===== src/rtl/ips_pkg.sv =====
// Shared constants for the instruction pipeline sequencer.
// Assumes exactly four stages, indexed in pipeline order.
package ips_pkg;
    localparam int unsigned NUM_STG = 4;
    localparam int unsigned STG_FE  = 0;
    localparam int unsigned STG_DE  = 1;
    localparam int unsigned STG_EX  = 2;
    localparam int unsigned STG_WB  = 3;
endpackage


===== src/rtl/ips_rate_div.sv =====
// Instruction-cycle enable generator.
// Produces adv_o on every clock in turbo mode, otherwise once per
// SLOW_DIV clocks. The phase counter runs freely from reset, so a mode
// change takes effect at once without resynchronising.
module ips_rate_div #(
    parameter int unsigned SLOW_DIV = 4
) (
    input  logic clk,
    input  logic rst_n,
    input  logic turbo_i,
    output logic adv_o
);
    localparam int unsigned CW = (SLOW_DIV > 1) ? $clog2(SLOW_DIV) : 1;
    localparam logic [CW-1:0] LAST = CW'(SLOW_DIV - 1);

    logic [CW-1:0] phase_q;

    // Free-running phase counter, wraps after SLOW_DIV clocks.
    always_ff @(posedge clk) begin
        if (!rst_n)              phase_q <= '0;
        else if (phase_q == LAST) phase_q <= '0;
        else                     phase_q <= phase_q + 1'b1;
    end

    // Advance strobe: every clock in turbo mode, else on the last phase.
    always_comb adv_o = turbo_i | (phase_q == LAST);

    // in slow mode two advances are never back to back
    a_r2_slow_gap: assert property (@(posedge clk) disable iff (!rst_n)
        (!turbo_i && adv_o) |=> (turbo_i || !adv_o));
endmodule


===== src/rtl/ips_fetch_ctl.sv =====
// Program counter and fetch address selection.
// Assumes a combinational-read program store: on a taken transfer the
// target is presented in the same cycle so its word enters decode at once.
module ips_fetch_ctl #(
    parameter int unsigned PC_W = 11
) (
    input  logic            clk,
    input  logic            rst_n,
    input  logic            adv_i,
    input  logic            fe_live_i,
    input  logic            redirect_i,
    input  logic [PC_W-1:0] target_i,
    output logic [PC_W-1:0] fetch_addr_o
);
    logic [PC_W-1:0] pc_q;

    // Fetch address: redirect target overrides the running counter.
    always_comb fetch_addr_o = redirect_i ? target_i : pc_q;

    // Counter update: past the target on redirect, else step once fetch is live.
    always_ff @(posedge clk) begin
        if (!rst_n)                   pc_q <= '0;
        else if (adv_i && redirect_i) pc_q <= target_i + 1'b1;
        else if (adv_i && fe_live_i)  pc_q <= pc_q + 1'b1;
    end

    // counter holds between advances
    a_r2_pc_hold: assert property (@(posedge clk) disable iff (!rst_n)
        !adv_i |=> $stable(pc_q));
    // after a taken transfer the counter sits one past the target
    a_r6_pc_target: assert property (@(posedge clk) disable iff (!rst_n)
        (adv_i && redirect_i) |=> (pc_q == $past(target_i) + 1'b1));
    // sequential step of exactly one (modulo wrap)
    a_r4_pc_step: assert property (@(posedge clk) disable iff (!rst_n)
        (adv_i && !redirect_i && fe_live_i) |=> (pc_q == $past(pc_q) + 1'b1));
endmodule


===== src/rtl/ips_stage_track.sv =====
// Stage-valid flags, in-flight instruction words and retire strobe.
// Assumes kill_i is only raised in an advance with the execute flag set;
// it discards the word moving from decode into execute.
module ips_stage_track
    import ips_pkg::*;
#(
    parameter int unsigned IW = 12
) (
    input  logic               clk,
    input  logic               rst_n,
    input  logic               adv_i,
    input  logic               kill_i,
    input  logic [IW-1:0]      fetch_word_i,
    output logic [NUM_STG-1:0] vld_o,
    output logic [IW-1:0]      exe_word_o,
    output logic               retire_o
);
    logic [NUM_STG-1:0] vld_q;
    logic [IW-1:0]      dec_word_q;
    logic [IW-1:0]      exe_word_q;
    logic               retire_q;

    // Fetch flag: live from the first advance onward.
    always_ff @(posedge clk) begin
        if (!rst_n)     vld_q[STG_FE] <= 1'b0;
        else if (adv_i) vld_q[STG_FE] <= 1'b1;
    end

    // Older flags: shift one stage per advance; kill clears the entry into execute.
    for (genvar s = 1; s < NUM_STG; s++) begin : g_flag
        always_ff @(posedge clk) begin
            if (!rst_n)     vld_q[s] <= 1'b0;
            else if (adv_i) vld_q[s] <= vld_q[s-1] & ~((s == STG_EX) && kill_i);
        end
    end

    // Word registers: capture the fetched word, then move it into execute.
    always_ff @(posedge clk) begin
        if (!rst_n) begin
            dec_word_q <= '0;
            exe_word_q <= '0;
        end else if (adv_i) begin
            dec_word_q <= fetch_word_i;
            exe_word_q <= dec_word_q;
        end
    end

    // Retire pulse: one clock after an instruction enters write-back.
    always_ff @(posedge clk) begin
        if (!rst_n) retire_q <= 1'b0;
        else        retire_q <= adv_i & vld_q[STG_EX];
    end

    always_comb begin
        vld_o      = vld_q;
        exe_word_o = exe_word_q;
        retire_o   = retire_q;
    end

    // flags stay contiguous from fetch
    a_r3_exec_needs_dec: assert property (@(posedge clk) disable iff (!rst_n)
        vld_q[STG_EX] |-> vld_q[STG_DE]);
    a_r3_dec_needs_fe: assert property (@(posedge clk) disable iff (!rst_n)
        vld_q[STG_DE] |-> vld_q[STG_FE]);
    // a retire always has a write-back entry behind it
    a_r3_retire_wb: assert property (@(posedge clk) disable iff (!rst_n)
        retire_q |-> vld_q[STG_WB]);
    // a kill leaves execute empty
    a_r7_kill_empties_ex: assert property (@(posedge clk) disable iff (!rst_n)
        (adv_i && kill_i) |=> !vld_q[STG_EX]);
endmodule


===== src/rtl/insn_pipe_seq.sv =====
// Four-stage instruction pipeline sequencer (top).
// Takes jump/skip outcomes from the execute stage, decides flush and
// redirect, and ties together the rate divider, fetch control and stage
// tracking. A transfer outranks a skip when both are reported.
module insn_pipe_seq
    import ips_pkg::*;
#(
    parameter int unsigned PC_W     = 11,
    parameter int unsigned IW       = 12,
    parameter int unsigned SLOW_DIV = 4
) (
    input  logic               clk,
    input  logic               rst_n,
    input  logic               turbo_i,
    input  logic [IW-1:0]      fetch_word_i,
    input  logic               xfer_i,
    input  logic [PC_W-1:0]    xfer_target_i,
    input  logic               skip_i,
    output logic [NUM_STG-1:0] vld_o,
    output logic [PC_W-1:0]    fetch_addr_o,
    output logic [IW-1:0]      exe_word_o,
    output logic               flush_o,
    output logic               retire_o
);
    logic adv;
    logic ex_live;
    logic take_xfer;
    logic take_skip;

    ips_rate_div #(.SLOW_DIV(SLOW_DIV)) u_rate (
        .clk     (clk),
        .rst_n   (rst_n),
        .turbo_i (turbo_i),
        .adv_o   (adv)
    );

    // Event qualification: only an advance with a live execute entry counts.
    always_comb begin
        ex_live   = adv & vld_o[STG_EX];
        take_xfer = ex_live & xfer_i;
        take_skip = ex_live & skip_i & ~xfer_i;
        flush_o   = take_xfer | take_skip;
    end

    ips_fetch_ctl #(.PC_W(PC_W)) u_fetch (
        .clk          (clk),
        .rst_n        (rst_n),
        .adv_i        (adv),
        .fe_live_i    (vld_o[STG_FE]),
        .redirect_i   (take_xfer),
        .target_i     (xfer_target_i),
        .fetch_addr_o (fetch_addr_o)
    );

    ips_stage_track #(.IW(IW)) u_stages (
        .clk          (clk),
        .rst_n        (rst_n),
        .adv_i        (adv),
        .kill_i       (flush_o),
        .fetch_word_i (fetch_word_i),
        .vld_o        (vld_o),
        .exe_word_o   (exe_word_o),
        .retire_o     (retire_o)
    );

    // the flushing instruction itself retires
    a_r10_flush_retires: assert property (@(posedge clk) disable iff (!rst_n)
        flush_o |=> retire_o);
    // no flush while execute is empty
    a_r9_no_flush_idle: assert property (@(posedge clk) disable iff (!rst_n)
        !vld_o[STG_EX] |-> !flush_o);
    // a redirected fetch leaves a live decode entry
    a_r6_refill_decode: assert property (@(posedge clk) disable iff (!rst_n)
        flush_o |=> vld_o[STG_DE]);
endmodule


===== config.mk =====
export PLATFORM = sky130hd
export DESIGN_NAME = insn_pipe_seq
export DESIGN_NICKNAME = d
export VERILOG_FILES = /design/src/rtl/ips_pkg.sv /design/src/rtl/ips_rate_div.sv /design/src/rtl/ips_fetch_ctl.sv /design/src/rtl/ips_stage_track.sv /design/src/rtl/insn_pipe_seq.sv
export SDC_FILE = /design/constraint.sdc
export NUM_CORES = 1
export LEC_CHECK = 0
export ABC_AREA = 1
export BUFFER_PORTS_ARGS = -buffer_cell sky130_fd_sc_hd__buf_2
export CAP_MARGIN = 20
export CORE_ASPECT_RATIO = 1.1
export CORE_MARGIN = 2
export CORE_UTILIZATION = 31
export DETAILED_ROUTE_END_ITERATION = 12
export GPL_TIMING_DRIVEN = 0
export PLACE_DENSITY = 0.57
export RECOVER_POWER = 50
export SKIP_LAST_GASP = 1
export SYNTH_ARGS = -nofsm -noshare
export SYNTH_HDL_FRONTEND = slang
export SYNTH_SLANG_ARGS = --single-unit

===== constraint.sdc =====
create_clock -name clk -period 2.22 [get_ports clk]
set_input_delay 0.222 -clock clk [delete_from_list [all_inputs] [get_ports clk]]
set_output_delay 0.222 -clock clk [all_outputs]
set_load 0.02 [all_outputs]

==> results of run 1 <==
==> flip-flops by register name, summed over array words and instances, names as in the netlist <==
signal	count
u_rate.phase_q	2
u_fetch.pc_q	11
u_stages.dec_word_q	12
u_stages.retire_o	1
u_stages.exe_word_o	12
u_stages.vld_o	4
==> Yosys cell counts (all sizes together) <==
| library cell | count |
|---|---|
| o211ai | 1 |
| buf | 8 |
| a211oi | 1 |
| dfxtp | 42 |
| nand4 | 5 |
| inv | 21 |
| nand2 | 46 |
| o21ai | 36 |
| a21oi | 8 |
| o21bai | 1 |
| ha | 2 |
| clkbuf | 6 |
| and3 | 1 |
| xnor2 | 1 |
| or2 | 1 |
| nand3 | 17 |
| nor3 | 1 |
| nor2 | 68 |
| a31oi | 1 |
==> final cells by class <==
class | instances | area share, %
Clock buffer | 5 | 2.90
Sequential cell | 42 | 35.4
Multi-Input combinational cell | 190 | 38.3
Clock inverter | 3 | 1.85
Tap cell | 77 | 4.06
Timing Repair Buffer | 56 | 10.9
Buffer | 14 | 3.27
Inverter | 21 | 3.32
==> worst min-delay path by stage <==
stage	startpoint	to	cells after the start
floorplan	rst_n	u_fetch.pc_q[0]	2
global placement	u_rate.phase_q[0]	u_rate.phase_q[0]	1
detailed placement	u_rate.phase_q[0]	u_rate.phase_q[0]	1
CTS	fetch_word_i[10]	u_stages.dec_word_q[10]	3
global route	fetch_word_i[8]	u_stages.dec_word_q[8]	3
finish	fetch_word_i[5]	u_stages.dec_word_q[5]	3
==> power breakdown <==
group	internal, mW	leakage (nW)	switching, mW	total (mW)
clock	0.337	0.0585	0.287	0.624
sequential	0.817	0.347	0.0324	0.849
combinational	0.120	0.726	0.234	0.354
total	1.27	1.13	0.553	1.83
==> worst max-delay path: stages, from the launching register on <==
cell and delay [ns]:
sky130_fd_sc_hd__dfxtp_1 0.32, sky130_fd_sc_hd__ha_1 0.23, sky130_fd_sc_hd__inv_2 0.08, sky130_fd_sc_hd__nand2_4 0.06
sky130_fd_sc_hd__nand3_2 0.13, sky130_fd_sc_hd__buf_6 0.16, sky130_fd_sc_hd__nand2_1 0.08, sky130_fd_sc_hd__nand2_2 0.10
sky130_fd_sc_hd__ha_1 0.16, sky130_fd_sc_hd__nand2_1 0.13, sky130_fd_sc_hd__nor2_4 0.17, sky130_fd_sc_hd__nand2_1 0.06
sky130_fd_sc_hd__nand2_1 0.05, sky130_fd_sc_hd__nand3_1 0.06, sky130_fd_sc_hd__nand2_1 0.06, sky130_fd_sc_hd__inv_1 0.03
==> cells by family after synthesis <==
kind of cell,Yosys count,share of synthesized area (%)
simple gates,139,32.9
compound gates,48,13.1
flops,42,44.2
buf+inv,35,8.15
fa+ha+maj,2,1.31
xor+xnor,1,0.460
==> per-layer routing <==
layer	share of wire (%)	global-route usage (%)	vias to the layer above
li1	-	-	980
met4	0.70	4.47	0
met5	0	0	-
met2	47	25.8	52
met3	5.8	3.54	4
met1	46	18.9	838
==> through the flow <==
stage | cell area [um2] | util (%) | std cells | power [mW]
4_1_cts | 2390 | 41.0 | 408 | 1.84
5_1_grt | 2370 | 40.6 | 408 | 1.92
6_report | 2370 | 40.6 | 408 | 1.83
3_5_place_dp | 2280 | 39.0 | 400 | 1.23
3_3_place_gp | 2280 | 39.0 | 400 | 1.22
2_1_floorplan | 1900 | - | 267 | 1.11
==> what timing repair did <==
item / CTS / global route
gates resized for setup: 0 / 1
hold buffers: 0 / 0
endpoints found under the setup margin: 0 / 3
==> report_table.html, run 1 <==
<table>
<tr><th>Metric</th><th>Value</th></tr>
<tr><th colspan="2">Final layout</th></tr>
<tr><td>Area grow syn2layout</td><td>24.6%</td></tr>
<tr><td>Filler Cell Count</td><td>643</td></tr>
<tr><td>Total area of multi-input combinational cells</td><td>908 um2</td></tr>
<tr><td>Final nets</td><td>360</td></tr>
<tr><td>Combined flip-flop and latch cell area</td><td>841 um2</td></tr>
<tr><td>Number of diodes</td><td>0</td></tr>
<tr><td>Commonest cells after routing, fill and taps aside</td><td>sky130_fd_sc_hd__nor2_1 (65), sky130_fd_sc_hd__nand2_1 (43), sky130_fd_sc_hd__dfxtp_1 (42), sky130_fd_sc_hd__buf_2 (40), sky130_fd_sc_hd__o21ai_0 (32)</td></tr>
<tr><td>Fraction of layout instances using a drive strength above 1</td><td>19.6%</td></tr>
<tr><td>Most common cell after layout, fill and taps aside</td><td>sky130_fd_sc_hd__nor2_1</td></tr>
<tr><th colspan="2">Yosys</th></tr>
<tr><td>Post-Syn Area</td><td>1900 um2</td></tr>
<tr><td>Leading cell types by total area after synthesis</td><td>sky130_fd_sc_hd__dfxtp_1 (44%), sky130_fd_sc_hd__nor2_1 (13%), sky130_fd_sc_hd__nand2_1 (8.5%)</td></tr>
<tr><td>Post-synthesis sequential area ratio</td><td>44.2%</td></tr>
<tr><td>Post-synthesis instance total</td><td>267</td></tr>
<tr><td>Yosys top cell area share</td><td>44.2%</td></tr>
<tr><td>Synth Register Bits</td><td>42</td></tr>
<tr><td>Avg Cell Area, Syn</td><td>7.13 um2</td></tr>
<tr><td>Cell type with the largest total area after synthesis</td><td>sky130_fd_sc_hd__dfxtp_1</td></tr>
<tr><td>Number of warnings printed during yosys synthesis</td><td>0</td></tr>
<tr><td>Nets in the synthesized netlist</td><td>297</td></tr>
<tr><td>Library cells used by synthesis</td><td>28</td></tr>
<tr><th colspan="2">Route</th></tr>
<tr><td>Mean routed wirelength per cell</td><td>11.9 um</td></tr>
<tr><td>Number of violations reported at the end of detailed-routing iteration 0</td><td>76</td></tr>
<tr><td>Post-route DRC</td><td>0</td></tr>
<tr><td>First-pass detailed-route iteration total</td><td>6</td></tr>
<tr><td>Via Count</td><td>1874</td></tr>
<tr><td>Final routed wirelength across all metal layers</td><td>4870 um</td></tr>
<tr><td>Number of routed nets with antenna violations</td><td>0</td></tr>
<tr><td>Ratio of routed vias to standard cells</td><td>4.59</td></tr>
<tr><th colspan="2">Placed design</th></tr>
<tr><td>Port Buffer Count</td><td>56</td></tr>
<tr><td>Global placer's final weighted congestion</td><td>0.858</td></tr>
<tr><td>HPWL after detailed placement</td><td>3640 um</td></tr>
<tr><td>DP Worst Slack</td><td>0.135 ns</td></tr>
<tr><th colspan="2">Power and ir drop</th></tr>
<tr><td>Leakage power total</td><td>1.13 nW</td></tr>
<tr><td>Highest ir drop seen on vdd</td><td>0.331 mV</td></tr>
<tr><td>Power density cells</td><td>770 nW/um2</td></tr>
<tr><th colspan="2">STA</th></tr>
<tr><td>Setup repair after global routing missed its margin</td><td>false</td></tr>
<tr><td>Upper clock frequency limit</td><td>499 MHz</td></tr>
<tr><td>Post-Route Skew</td><td>0.00515 ns</td></tr>
<tr><td>Worst-margin pin slew</td><td>0.509 ns</td></tr>
<tr><td>Max-Slew Margin vs Limit</td><td>66.1%</td></tr>
<tr><td>Total count of max-transition violations in the final report</td><td>0</td></tr>
<tr><td>Fin Setup TNS</td><td>0 ns</td></tr>
<tr><td>Fin crit share</td><td>90.3%</td></tr>
<tr><td>Final hold slack</td><td>0.174 ns</td></tr>
<tr><td>Post-layout min period</td><td>2.01 ns</td></tr>
<tr><td>Final hold violation count</td><td>0</td></tr>
<tr><td>Final setup fails</td><td>0</td></tr>
<tr><td>Slack of the critical path</td><td>0.215 ns</td></tr>
<tr><th colspan="2">Global route</th></tr>
<tr><td>Wire length of the first global-routing pass</td><td>8220 um</td></tr>
<tr><td>Number of antenna violations at the first check in global routing</td><td>0</td></tr>
<tr><td>Largest net degree at the start of global routing</td><td>15</td></tr>
<tr><td>Number of global-route vias before repair</td><td>1852</td></tr>
<tr><td>GRT Resource Usage Total</td><td>15.1%</td></tr>
<tr><td>Sum of overflow across all layers after global routing</td><td>0</td></tr>
<tr><th colspan="2">Setup path</th></tr>
<tr><td>Required time worst endpoint</td><td>2.42 ns</td></tr>
<tr><td>Worst R2R Path Depth</td><td>15</td></tr>
<tr><td>Crit. End Element</td><td>flip-flop</td></tr>
<tr><td>Crit path launch type</td><td>flip-flop</td></tr>
<tr><td>Class of the most critical setup path</td><td>reg -&gt; reg</td></tr>
<tr><td>Origin of the worst setup path</td><td>u_rate.phase_q[0]</td></tr>
<tr><td>Arrival time at the worst endpoint</td><td>2.21 ns</td></tr>
<tr><td>End of the worst register-to-register path</td><td>u_fetch.pc_q[10]</td></tr>
<tr><td>Largest fanout on the critical path</td><td>10</td></tr>
<tr><td>Worst Setup EP</td><td>u_fetch.pc_q[10]</td></tr>
<tr><td>Setup slack of the worst register-to-register path</td><td>0.21 ns</td></tr>
<tr><td>Critical register-to-register path startpoint</td><td>u_rate.phase_q[0]</td></tr>
<tr><th colspan="2">Floorplan</th></tr>
<tr><td>Die Y-Extent</td><td>86.2 um</td></tr>
<tr><td>Core region area</td><td>5840 um2</td></tr>
<tr><td>Cell Rows</td><td>29</td></tr>
<tr><td>Chip width</td><td>78.7 um</td></tr>
<tr><td>Number of top-level pins</td><td>57</td></tr>
<tr><td>Die footprint</td><td>6790 um2</td></tr>
<tr><td>Effective utilization at floorplan</td><td>32.6%</td></tr>
<tr><th colspan="2">Hold path</th></tr>
<tr><td>Worst hold path type</td><td>in -&gt; reg</td></tr>
<tr><th colspan="2">Job</th></tr>
<tr><td>Max-cap check violation count</td><td>0</td></tr>
<tr><th colspan="2">Run status</th></tr>
<tr><td>Outcome</td><td>finished, final reports clean</td></tr>
<tr><th colspan="2">Clock tree</th></tr>
<tr><td>Clock transition at the registers of the reported paths</td><td>0.09 ns</td></tr>
<tr><td>H-tree lvl count</td><td>2</td></tr>
<tr><td>Buffers inserted by post-CTS timing repair</td><td>0</td></tr>
<tr><td>Max clock buf depth</td><td>2</td></tr>
<tr><td>CTS tree</td><td>yes</td></tr>
<tr><td>TritonCTS Buffers</td><td>5</td></tr>
<tr><td>TritonCTS Sinks</td><td>42</td></tr>
<tr><td>Later-pin clock latency in the skew report</td><td>0.30 ns</td></tr>
<tr><td>CTS root buf</td><td>sky130_fd_sc_hd__clkbuf_8</td></tr>
</table>
Note: power is estimated with default switching activity, not from simulation.
==> run 2: changes to the inputs <==
REMOVE_ABC_BUFFERS = 1   (was not set)
==> report_table.html, run 2 (synthesis results as in run 1) <==
<table>
<tr><th>Metric</th><th>Value</th></tr>
<tr><th colspan="2">STA</th></tr>
<tr><td>Post-Route Skew</td><td>0.00582 ns</td></tr>
<tr><td>Fin Setup TNS</td><td>0 ns</td></tr>
<tr><td>Max-Slew Margin vs Limit</td><td>62.6%</td></tr>
<tr><td>Total count of max-transition violations in the final report</td><td>0</td></tr>
<tr><td>Final hold violation count</td><td>0</td></tr>
<tr><td>Worst-margin pin slew</td><td>0.562 ns</td></tr>
<tr><td>Final setup fails</td><td>0</td></tr>
<tr><td>Upper clock frequency limit</td><td>485 MHz</td></tr>
<tr><td>Post-layout min period</td><td>2.06 ns</td></tr>
<tr><td>Setup repair after global routing missed its margin</td><td>true</td></tr>
<tr><td>Fin crit share</td><td>92.9%</td></tr>
<tr><th colspan="2">Clock tree</th></tr>
<tr><td>TritonCTS Buffers</td><td>5</td></tr>
<tr><td>CTS tree</td><td>yes</td></tr>
<tr><td>Max clock buf depth</td><td>2</td></tr>
<tr><td>H-tree lvl count</td><td>2</td></tr>
<tr><td>CTS root buf</td><td>sky130_fd_sc_hd__clkbuf_8</td></tr>
<tr><td>Clock transition at the registers of the reported paths</td><td>0.08 ns</td></tr>
<tr><td>Later-pin clock latency in the skew report</td><td>0.30 ns</td></tr>
<tr><td>TritonCTS Sinks</td><td>42</td></tr>
<tr><th colspan="2">Route</th></tr>
<tr><td>Number of routed nets with antenna violations</td><td>0</td></tr>
<tr><td>First-pass detailed-route iteration total</td><td>4</td></tr>
<tr><td>Via Count</td><td>1800</td></tr>
<tr><td>Final routed wirelength across all metal layers</td><td>4400 um</td></tr>
<tr><td>Mean routed wirelength per cell</td><td>11.0 um</td></tr>
<tr><td>Number of violations reported at the end of detailed-routing iteration 0</td><td>68</td></tr>
<tr><td>Ratio of routed vias to standard cells</td><td>4.52</td></tr>
<tr><td>Post-route DRC</td><td>0</td></tr>
<tr><th colspan="2">Placed design</th></tr>
<tr><td>Global placer's final weighted congestion</td><td>0.778</td></tr>
<tr><td>HPWL after detailed placement</td><td>3040 um</td></tr>
<tr><td>Post-detailed-placement cell area</td><td>2220 um2</td></tr>
<tr><td>Port Buffer Count</td><td>56</td></tr>
<tr><th colspan="2">Final layout</th></tr>
<tr><td>Commonest cells after routing, fill and taps aside</td><td>sky130_fd_sc_hd__nor2_1 (64), sky130_fd_sc_hd__dfxtp_1 (42), sky130_fd_sc_hd__buf_2 (40), sky130_fd_sc_hd__nand2_1 (39), sky130_fd_sc_hd__o21ai_0 (31)</td></tr>
<tr><td>Filler Cell Count</td><td>665</td></tr>
<tr><td>Most common cell after layout, fill and taps aside</td><td>sky130_fd_sc_hd__nor2_1</td></tr>
<tr><td>Final nets</td><td>350</td></tr>
<tr><td>Number of diodes</td><td>0</td></tr>
<tr><td>Area grow syn2layout</td><td>23.6%</td></tr>
<tr><td>Non-Filler Cell Area, Final</td><td>2350 um2</td></tr>
<tr><td>Utilization after layout</td><td>40.3%</td></tr>
<tr><td>Fraction of layout instances using a drive strength above 1</td><td>21.8%</td></tr>
<tr><th colspan="2">Global route</th></tr>
<tr><td>Wire length of the first global-routing pass</td><td>7450 um</td></tr>
<tr><td>Number of antenna violations at the first check in global routing</td><td>0</td></tr>
<tr><td>GRT Resource Usage Total</td><td>13.9%</td></tr>
<tr><td>Number of global-route vias before repair</td><td>1682</td></tr>
<tr><td>Sum of overflow across all layers after global routing</td><td>0</td></tr>
<tr><td>Largest net degree at the start of global routing</td><td>37</td></tr>
<tr><th colspan="2">Hold path</th></tr>
<tr><td>WHS Endpoint</td><td>u_stages.dec_word_q[9]</td></tr>
<tr><td>Worst hold path type</td><td>in -&gt; reg</td></tr>
<tr><td>Worst Hold Path Cells</td><td>3</td></tr>
<tr><td>Worst Hold Launch</td><td>fetch_word_i[9]</td></tr>
<tr><th colspan="2">Floorplan</th></tr>
<tr><td>Number of top-level pins</td><td>57</td></tr>
<tr><td>Die footprint</td><td>6790 um2</td></tr>
<tr><td>Core region area</td><td>5840 um2</td></tr>
<tr><td>Cell Rows</td><td>29</td></tr>
<tr><td>Chip width</td><td>78.7 um</td></tr>
<tr><td>Effective utilization at floorplan</td><td>32.6%</td></tr>
<tr><td>Die Y-Extent</td><td>86.2 um</td></tr>
<tr><th colspan="2">Power and ir drop</th></tr>
<tr><td>Design internal power</td><td>1.16 mW</td></tr>
<tr><td>Highest ir drop seen on vdd</td><td>0.279 mV</td></tr>
<tr><td>Power after layout</td><td>1.69 mW</td></tr>
<tr><td>Leakage power total</td><td>1.11 nW</td></tr>
<tr><td>Proportion of power drawn by the clock network</td><td>29.4%</td></tr>
<tr><td>Switching Fraction</td><td>31.6%</td></tr>
<tr><td>Comb pwr share</td><td>20.4%</td></tr>
<tr><td>Power density cells</td><td>718 nW/um2</td></tr>
<tr><td>Fraction of power consumed by sequential logic</td><td>50.2%</td></tr>
<tr><td>Reported net switching power</td><td>535 uW</td></tr>
<tr><th colspan="2">Run status</th></tr>
<tr><td>Outcome</td><td>finished, final reports clean</td></tr>
<tr><th colspan="2">Setup path</th></tr>
<tr><td>Class of the most critical setup path</td><td>reg -&gt; out</td></tr>
<tr><td>Arrival time at the worst endpoint</td><td>1.84 ns</td></tr>
<tr><td>End of the worst register-to-register path</td><td>u_fetch.pc_q[10]</td></tr>
<tr><td>Required time worst endpoint</td><td>2.00 ns</td></tr>
<tr><td>Setup slack of the worst register-to-register path</td><td>0.19 ns</td></tr>
<tr><td>Crit. End Element</td><td>output port</td></tr>
<tr><td>Crit path launch type</td><td>flip-flop</td></tr>
<tr><td>Largest fanout on the critical path</td><td>31</td></tr>
<tr><td>Worst R2R Path Depth</td><td>14</td></tr>
<tr><td>Critical register-to-register path startpoint</td><td>u_rate.phase_q[0]</td></tr>
<tr><th colspan="2">Job</th></tr>
<tr><td>Max-cap check violation count</td><td>0</td></tr>
</table>
[run 2: cell types whose count changed in the layout (fill, tap and decap cells not counted), moves of 2 or more]
cell                       change
sky130_fd_sc_hd__clkbuf_1     -10
sky130_fd_sc_hd__nand2_1       -4
sky130_fd_sc_hd__nand2_2       +4
sky130_fd_sc_hd__buf_6         -2
[run 2: routing by layer]
| layer | vias up | share of wire [%] | GRT usage [%] |
|---|---|---|---|
| li1 | 956 | - | - |
| met1 | 792 | 44 | 15.4 |
| met2 | 40 | 47 | 24.2 |
| met3 | 12 | 5.7 | 3.75 |
| met4 | 0 | 2.8 | 7.34 |
| met5 | - | 0 | 0 |
[run 2: area by class of cell]
class	instances	area (um2)	share of cell area (%)
repair buffers	60	310	13.2
inverters	21	78.8	3.35
clock inverters	3	21.3	0.904
well taps	77	96.3	4.09
clock buffers	5	68.8	2.92
flip-flops and latches	42	841	35.7
multi-input cells	190	937	39.8
[run 2: how the worst max path moves through the flow]
stage               cells after the start  slack (ns)         startpoint          endpoint
global placement                       12       -0.85  u_rate.phase_q[0]   u_fetch.pc_q[8]
detailed placement                     13       -0.22  u_rate.phase_q[0]  u_fetch.pc_q[10]
global route                           14       -0.03  u_rate.phase_q[0]  u_fetch.pc_q[10]
finish                                  8        0.16  u_rate.phase_q[0]   fetch_addr_o[4]
CTS                                    14        0.02  u_rate.phase_q[0]  u_fetch.pc_q[10]
floorplan                              12       -0.21  u_rate.phase_q[0]   u_fetch.pc_q[8]
[run 2: worst max-delay path, cell delays in order, from the launching register on]
cell                      delay, ns
sky130_fd_sc_hd__dfxtp_1       0.34
sky130_fd_sc_hd__ha_1          0.22
sky130_fd_sc_hd__inv_2         0.09
sky130_fd_sc_hd__nand2_8       0.20
sky130_fd_sc_hd__nand3_4       0.15
sky130_fd_sc_hd__buf_12        0.17
sky130_fd_sc_hd__nand2_1       0.05
sky130_fd_sc_hd__nand2_1       0.13
sky130_fd_sc_hd__buf_2         0.20
[run 2: power groups by stage]
stage | clock network, mW | registers [mW] | logic [mW]
2_1_floorplan | 0 | 0.890 | 0.196
5_1_grt | 0.545 | 0.856 | 0.394
4_1_cts | 0.518 | 0.848 | 0.350
6_report | 0.497 | 0.848 | 0.346
3_5_place_dp | 0 | 0.865 | 0.346
3_3_place_gp | 0 | 0.863 | 0.338
[run 2: repair_timing]
item	CTS	global route
setup endpoints to repair	17	8
gates resized for setup	2	6
buffers inserted	0	3
hold buffers	0	0
pin swaps	0	2
[run 2: stage by stage]
step / setup slack, ns / hold slack (ns) / instances
4_1_cts: 0.0223 / 0.153 / 395
3_5_place_dp: -0.224 / 0.428 / 387
2_1_floorplan: -0.212 / 0.348 / 253
6_report: 0.157 / 0.161 / 398
5_1_grt: -0.0297 / 0.177 / 398
3_3_place_gp: -0.851 / 0.421 / 386
